`config.mk`:
```
export PLATFORM = sky130hd
export DESIGN_NAME = adc_serial_capture
export DESIGN_NICKNAME = d
export VERILOG_FILES = /design/src/rtl/adc_seq_pkg.sv /design/src/rtl/adc_seq_timer.sv /design/src/rtl/adc_seq_shifter.sv /design/src/rtl/adc_seq_hold.sv /design/src/rtl/adc_serial_capture.sv
export SDC_FILE = /design/constraint.sdc
export NUM_CORES = 1
export LEC_CHECK = 0
export BUFFER_PORTS_ARGS = -buffer_cell sky130_fd_sc_hd__buf_2
export CORE_MARGIN = 3
export CORE_UTILIZATION = 48
export CTS_CLUSTER_DIAMETER = 50
export CTS_CLUSTER_SIZE = 20
export DETAILED_ROUTE_END_ITERATION = 8
export PLACE_DENSITY = 0.68
export RECOVER_POWER = 50
export SKIP_LAST_GASP = 1
export SLEW_MARGIN = 15
export SYNTH_ARGS = -nofsm -noshare
export SYNTH_HDL_FRONTEND = slang
export SYNTH_SLANG_ARGS = --single-unit
```
`constraint.sdc`:
```
create_clock -name clk -period 2.4 [get_ports clk]
set_clock_uncertainty 0.15 [all_clocks]
set_input_delay 0.12 -clock clk [delete_from_list [all_inputs] [get_ports clk]]
set_output_delay 0.12 -clock clk [all_outputs]
set_load 0.05 [all_outputs]
```
`src/rtl/adc_seq_pkg.sv`:
```
package adc_seq_pkg;

    // Default geometry of the counter-sequenced converter interface
    parameter int CNT_W_DEF    = 8;   // free-running frame counter width
    parameter int DIV_BIT_DEF  = 3;   // counter bit used as converter clock
    parameter int CS_BITS_DEF  = 2;   // top counter bits ANDed into chip select
    parameter int CAP_SLOT_DEF = 10;  // value of bits above DIV_BIT that captures
    parameter int SAMPLE_W_DEF = 8;   // converter resolution

    // Count at which the capture shift edge occurs (slot followed by all ones)
    function automatic int capture_count(input int slot, input int div_bit);
        return (slot << (div_bit + 1)) | ((1 << (div_bit + 1)) - 1);
    endfunction

endpackage

```
`src/rtl/adc_seq_timer.sv`:
```
module adc_seq_timer
    import adc_seq_pkg::*;
#(
    parameter int CNT_W    = CNT_W_DEF,
    parameter int DIV_BIT  = DIV_BIT_DEF,
    parameter int CS_BITS  = CS_BITS_DEF,
    parameter int CAP_SLOT = CAP_SLOT_DEF
) (
    input  logic clk,
    input  logic rst,
    output logic sclk,
    output logic cs_n,
    output logic shift_stb,
    output logic cap_stb
);
    localparam int HI_W = CNT_W - DIV_BIT - 1;
    localparam logic [CNT_W-1:0] ONE = CNT_W'(1);
    localparam logic [HI_W-1:0]  SLOT = HI_W'(CAP_SLOT);

    typedef struct packed {
        logic [CNT_W-1:0] cnt;
    } tmr_state_t;

    tmr_state_t st_d, st_q;

    always_comb begin
        st_d     = st_q;
        st_d.cnt = st_q.cnt + ONE;
        if (rst) begin
            st_d.cnt = '0;
        end
    end

    always_ff @(posedge clk) begin
        st_q <= st_d;
    end

    // Falling edge of the divided clock happens when all bits up to DIV_BIT are ones
    assign sclk      = st_q.cnt[DIV_BIT];
    assign cs_n      = &st_q.cnt[CNT_W-1 -: CS_BITS];
    assign shift_stb = &st_q.cnt[DIV_BIT:0];
    assign cap_stb   = shift_stb && (st_q.cnt[CNT_W-1:DIV_BIT+1] == SLOT);

endmodule

```
`src/rtl/adc_seq_shifter.sv`:
```
module adc_seq_shifter
    import adc_seq_pkg::*;
#(
    parameter int SAMPLE_W = SAMPLE_W_DEF
) (
    input  logic                clk,
    input  logic                rst,
    input  logic                shift_en,
    input  logic                din,
    output logic [SAMPLE_W-1:0] word
);
    typedef struct packed {
        logic [SAMPLE_W-1:0] sh;
    } sh_state_t;

    sh_state_t st_d, st_q;

    always_comb begin
        st_d = st_q;
        if (shift_en) begin
            // first received bit (MSB) migrates toward the top
            st_d.sh = {st_q.sh[SAMPLE_W-2:0], din};
        end
        if (rst) begin
            st_d.sh = '0;
        end
    end

    always_ff @(posedge clk) begin
        st_q <= st_d;
    end

    assign word = st_q.sh;

endmodule

```
`src/rtl/adc_seq_hold.sv`:
```
module adc_seq_hold
    import adc_seq_pkg::*;
#(
    parameter int SAMPLE_W = SAMPLE_W_DEF
) (
    input  logic                clk,
    input  logic                rst,
    input  logic                load,
    input  logic [SAMPLE_W-1:0] word,
    output logic [SAMPLE_W-1:0] held
);
    typedef struct packed {
        logic [SAMPLE_W-1:0] val;
    } hold_state_t;

    hold_state_t st_d, st_q;

    always_comb begin
        st_d = st_q;
        if (load) begin
            st_d.val = word;
        end
        if (rst) begin
            st_d.val = '0;
        end
    end

    always_ff @(posedge clk) begin
        st_q <= st_d;
    end

    assign held = st_q.val;

endmodule

```
`src/rtl/adc_serial_capture.sv`:
```
module adc_serial_capture
    import adc_seq_pkg::*;
#(
    parameter int CNT_W    = CNT_W_DEF,
    parameter int DIV_BIT  = DIV_BIT_DEF,
    parameter int CS_BITS  = CS_BITS_DEF,
    parameter int CAP_SLOT = CAP_SLOT_DEF,
    parameter int SAMPLE_W = SAMPLE_W_DEF
) (
    input  logic                clk,
    input  logic                rst,
    input  logic                adc_dout,
    output logic                adc_sclk,
    output logic                adc_cs_n,
    output logic [SAMPLE_W-1:0] sample
);
    logic                shift_stb;
    logic                cap_stb;
    logic [SAMPLE_W-1:0] shift_word;

    adc_seq_timer #(
        .CNT_W    (CNT_W),
        .DIV_BIT  (DIV_BIT),
        .CS_BITS  (CS_BITS),
        .CAP_SLOT (CAP_SLOT)
    ) u_timer (
        .clk       (clk),
        .rst       (rst),
        .sclk      (adc_sclk),
        .cs_n      (adc_cs_n),
        .shift_stb (shift_stb),
        .cap_stb   (cap_stb)
    );

    adc_seq_shifter #(
        .SAMPLE_W (SAMPLE_W)
    ) u_shift (
        .clk      (clk),
        .rst      (rst),
        .shift_en (shift_stb),
        .din      (adc_dout),
        .word     (shift_word)
    );

    // Same edge: hold takes the pre-shift word, so null bit is already out
    adc_seq_hold #(
        .SAMPLE_W (SAMPLE_W)
    ) u_hold (
        .clk  (clk),
        .rst  (rst),
        .load (cap_stb),
        .word (shift_word),
        .held (sample)
    );

endmodule

```
# Word-level counts from Yosys, hierarchy flattened
# Index checks and enable logic that the tools add are counted.
dict set report totals {
  inputBits 3
  ff_bits 24
  elab_cells 8
}
dict set report op_classes {
  reduce_logical 3
  eq_ne 1
  n_addsub 1
}
# op n
set op_table {}
lappend op_table {{$add 8x1->8 const B} 1}
lappend op_table {{$eq 4x4->1 const B} 1}
lappend op_table {{$reduce_and 4->1} 1}
lappend op_table {{$reduce_and 2->1} 1}
lappend op_table {{$logic_and 1x1->1} 1}

# Longest topological paths before layout
dict set report logic_depth {
  ltp_word 2
  mapped_depth 5
}

# Modules after synthesis
# A second synthesis with hierarchy kept.
dict set report hier_totals {
  cells_unflattened 88
  hier_area_um2 902.1
}
# mod instances cells_per_inst seq_area_each_um2 area_per_inst_um2
set modules_own_cells {}
lappend modules_own_cells {adc_seq_timer 1 36 160.2 331.6}
lappend modules_own_cells {adc_seq_hold 1 26 160.2 285.3}
lappend modules_own_cells {adc_seq_shifter 1 26 160.2 285.3}

# Worst setup path before layout
# OpenSTA, ideal clock, no wires.
dict set report synth_timing {
  path_kind {register -> register}
  startpoint {reg u_timer.st_q[3] (netlist name)}
  endpoint {reg u_hold.st_q, in the netlist u_hold.held[0]}
  stages_incl_launch_ff 4
  setup_slack_ns 0.689
  setup_ns 0.072
  required_time_ns 2.178
  synth_period_minus_slack_ns 1.711
  arrival_ns 1.489
  cell_sequence {dfxtp_1 -> nand3_2 -> nor2_8 -> mux2i_1}
}
dict set report synth_via {
  elab_chain_len 2
}
# item line
set synth_lines {}
lappend synth_lines {{from (decl)} adc_seq_timer.sv:24} ;# tmr_state_t st_d, st_q;
lappend synth_lines {{from (signal assigned)} adc_seq_timer.sv:35} ;# st_q <= st_d;
lappend synth_lines {{$reduce_and 4->1} adc_seq_timer.sv:41} ;# assign shift_stb = &st_q.cnt[DIV_BIT:0];
lappend synth_lines {{$logic_and 1x1->1} adc_seq_timer.sv:42} ;# assign cap_stb = shift_stb && (st_q.cnt[CNT_W-1:DIV_BIT+1] == SLOT);
lappend synth_lines {{to (signal assigned)} adc_seq_hold.sv:29} ;# st_q <= st_d;
lappend synth_lines {{to (decl)} adc_seq_hold.sv:16} ;# hold_state_t st_d, st_q;
# No other way between the ends.
# A chain may end at the register's enable or synchronous reset.

# Worst setup path after layout
dict set report layout_timing {
  startpoint {reg u_timer.st_q[0] (netlist name)}
  endpoint {reg u_hold.st_q, in the netlist u_hold.held[4]}
}
# Same word-level chain as after synthesis.

==> results.cfg <==
[cells_and_area]
n_fill_cell = 184
seq_area_um2 = 480.5
areaGrowthSynthToFinish_pct = 9.768
drive_gt1_share_pct = 6.838
multi_input_area_um2 = 462.9
antenna_cells = 0
fin_nets = 122
final_core_util_pct = 58.69

[synthesis]
synth_cell_type_count = 22
syn-num-nets = 108
avgSynthCellArea_um2 = 9.360
ys_ff_latch = 24
netlist_area_um2 = 973.4
synth_seq_area_share_pct = 49.36
syn_inst = 104
yosysWarnings = 0

[critical_path]
crit_fanout = 9
cpMaxStageDelayCell = dfxtp_1
crit_chain = ha_1 > nand3_1 > nor2_8 > mux2i_1
r2r_slack_ns = 0.68
r2r_cells = 4
arrival_ns = 1.82
timing.rr.start = u_timer.st_q[0]
crit_type = register to register
startpoint_type = register
cp-end-kind = register
crit_buf_inv = 0
worst_ep_required_time_ns = 2.50
crit_family = simple AND/OR/NAND/NOR gates
timing.rr.end = u_hold.held[4]
crit_path_max_incr_delay_ns = 0.37

[routing]
wire_per_inst_um = 11.09
dr.first_iter.drc_count = 12
viasPerCell = 4.972
drc = 0
vias = 706
drt.antenna.violating_nets = 0
wl_um = 1575
drtPass1Iterations = 4

[global_route]
overflow = 0
grt_max_degree = 33
track_usage_pct = 14.86
antenna_found_initial = 0
grt_pass1_wl_um = 2801
grt_pass1_vias = 659

[pwr]
power.share.switching_pct = 20.56
ir_drop_mv = 0.4397
pwr-share-comb_pct = 3.2
pwr-share-seq_pct = 63.8
leakage_nw = 0.3562
intPower_w = 0.0005054
power.switching_w = 0.0001308
clkPwrFrac_pct = 33.0
p_per_area_nw_per_um2 = 595.4

[die]
fp.coreArea_um2 = 1821
start_util_pct = 53.47
rows = 15
ioPinCount = 13
die_area_um2 = 2605
dieWidth_um = 51.04
die_h_um = 51.04

[clock_tree]
insertion_delay_ns = 0.31
ctsResizeCount = 0
path_clk_slew_ns = 0.12
postCtsSetupBuffers = 0
cts-buffers-inserted = 3
cts_tree = yes
htreeDepth = 1
root_buffer = clkbuf_4
clkSinkCount = 24
cts.path.max_buffers = 2

[sta]
tns_ns = 0
fmax_mhz = 580.4
min_period_ns = 1.723
rsz0062_at_grt = false
setup_viol = 0
maxSlewViolCount = 0
post-route-period-util_pct = 71.79
worstMarginPinSlew_ns = 0.5951
hold_viol = 0
relSlewSlack_pct = 60.50

[worst_hold_path]
holdCritStartpoint = rst
hp-class = input port to register
min_to = u_timer.st_q[0]
holdPathStages = 2

[flow_run]
cap_violations = 0

[placed_design]
port_buffers = 12
place_hpwl_um = 1088
gp_congestion = 0.6980

[status]
status = completed
[placed cells by master (no fill, tap or decap)]
| master | n |
|---|---|
| dfxtp_1 | 24 |
| nand2_1 | 18 |
| nand2b_1 | 16 |
| a21oi_1 | 11 |
| clkbuf_1 | 10 |
| mux2i_1 | 8 |
| nor2_1 | 4 |
| nand3_1 | 3 |
| o21ai_0 | 3 |
| or3_1 | 3 |
| clkbuf_4 | 3 |
| xnor2_1 | 2 |
| buf_2 | 2 |
| and2_1 | 1 |
| nand4bb_1 | 1 |
| nor2_8 | 1 |
| and3_2 | 1 |
| xor2_1 | 1 |
| nor2b_1 | 1 |
| nand4_1 | 1 |
| ha_1 | 1 |
| clkbuf_8 | 1 |
| dlygate4sd3_1 | 1 |
[worst reg2reg max path, stage by stage, from the launching register on]
cell,delay (ns)
dfxtp_1,0.37
ha_1,0.23
nand3_1,0.37
nor2_8,0.33
mux2i_1,0.21
[cell type report]
type                       instances  share of cell area, %
timing repair buffer              13                  5.386
tap                               25                  2.927
sequential                        24                  44.97
multi-input combinational         76                  43.33
clock buffer                       4                  3.396
[Yosys cell counts (all sizes together)]
library cell	count	area [um^2]
dfxtp	24	480.5
nand2	18	67.56
nand2b	16	100.1
a21oi	11	55.05
mux2i	8	80.08
nor2	5	35.03
nand3	3	25.02
o21ai	3	15.01
or3	3	18.77
buf	2	12.51
clkbuf	2	7.510
xnor2	2	17.52
and2	1	6.260
and3	1	7.510
ha	1	12.51
nand4	1	6.260
nand4bb	1	11.26
nor2b	1	6.260
xor2	1	8.760
[sequential cells by signal, indices dropped and copies added (netlist names)]
| register | count |
|---|---|
| u_shift.word | 8 |
| u_timer.st_q | 8 |
| u_hold.held | 8 |
[how the worst max path moves through the flow]
| stage | from | endpoint | slack, ns | cells after the start |
|---|---|---|---|---|
| 6_report | u_timer.st_q[0] | u_hold.held[4] | 0.68 | 4 |
| 5_1_grt | u_timer.st_q[0] | u_hold.held[3] | 0.50 | 4 |
| 4_1_cts | u_timer.st_q[0] | u_hold.held[4] | 0.80 | 4 |
| 3_5_place_dp | u_timer.st_q[0] | u_hold.held[6] | 0.83 | 4 |
| 3_3_place_gp | u_timer.st_q[0] | u_hold.held[4] | 0.87 | 4 |
| 2_1_floorplan | u_timer.st_q[3] | u_hold.held[0] | 0.69 | 3 |
[per-layer routing]
| layer | track usage, % | vias to the layer above | wire (um) |
|---|---|---|---|
| li1 | - | 372 | - |
| met1 | 18.61 | 318 | 774 |
| met2 | 22.10 | 10 | 700 |
| met3 | 3.499 | 6 | 53 |
| met4 | 10.76 | 0 | 48 |
| met5 | 0 | - | 0 |
[power groups by stage]
stage | clock network [W] | logic, W | registers [W]
final | 0.000210 | 0.0000205 | 0.000406
after global placement | 0 | 0.0000195 | 0.000416
after CTS | 0.000217 | 0.0000210 | 0.000407
after detailed placement | 0 | 0.0000195 | 0.000416
after global routing | 0.000237 | 0.0000233 | 0.000407
after floorplan | 0 | 0.0000154 | 0.000416
[cell families (layout without fill, tap and decap cells)]
| family | count (synthesis) | after routing | share of synthesized area [%] |
|---|---|---|---|
| compound gates | 14 | 14 | 7.197 |
| fa+ha+maj | 1 | 1 | 1.285 |
| flops | 24 | 24 | 49.36 |
| mux | 8 | 8 | 8.227 |
| simple gates | 50 | 50 | 29.18 |
| xor+xnor | 3 | 3 | 2.700 |
| buf+inv | 4 | 17 | 2.057 |
[stage by stage]
stage	hold slack (ns)	instances	setup slack [ns]	cell area, um^2	power [W]
2_1_floorplan	0.1060	104	0.6894	973.4	0.0004310
3_3_place_gp	0.2175	137	0.8709	1045	0.0004350
3_5_place_dp	0.2346	137	0.8288	1045	0.0004352
4_1_cts	0.06840	142	0.7997	1091	0.0006452
5_1_grt	0.09727	142	0.4952	1069	0.0006667
6_report	0.06617	142	0.6771	1069	0.0006362
[timing repair]
item	CTS	global route
hold endpoints to repair	1	0
hold buffers	1	0
setup endpoints to repair	0	0
Power figures use the tool's default switching activity.
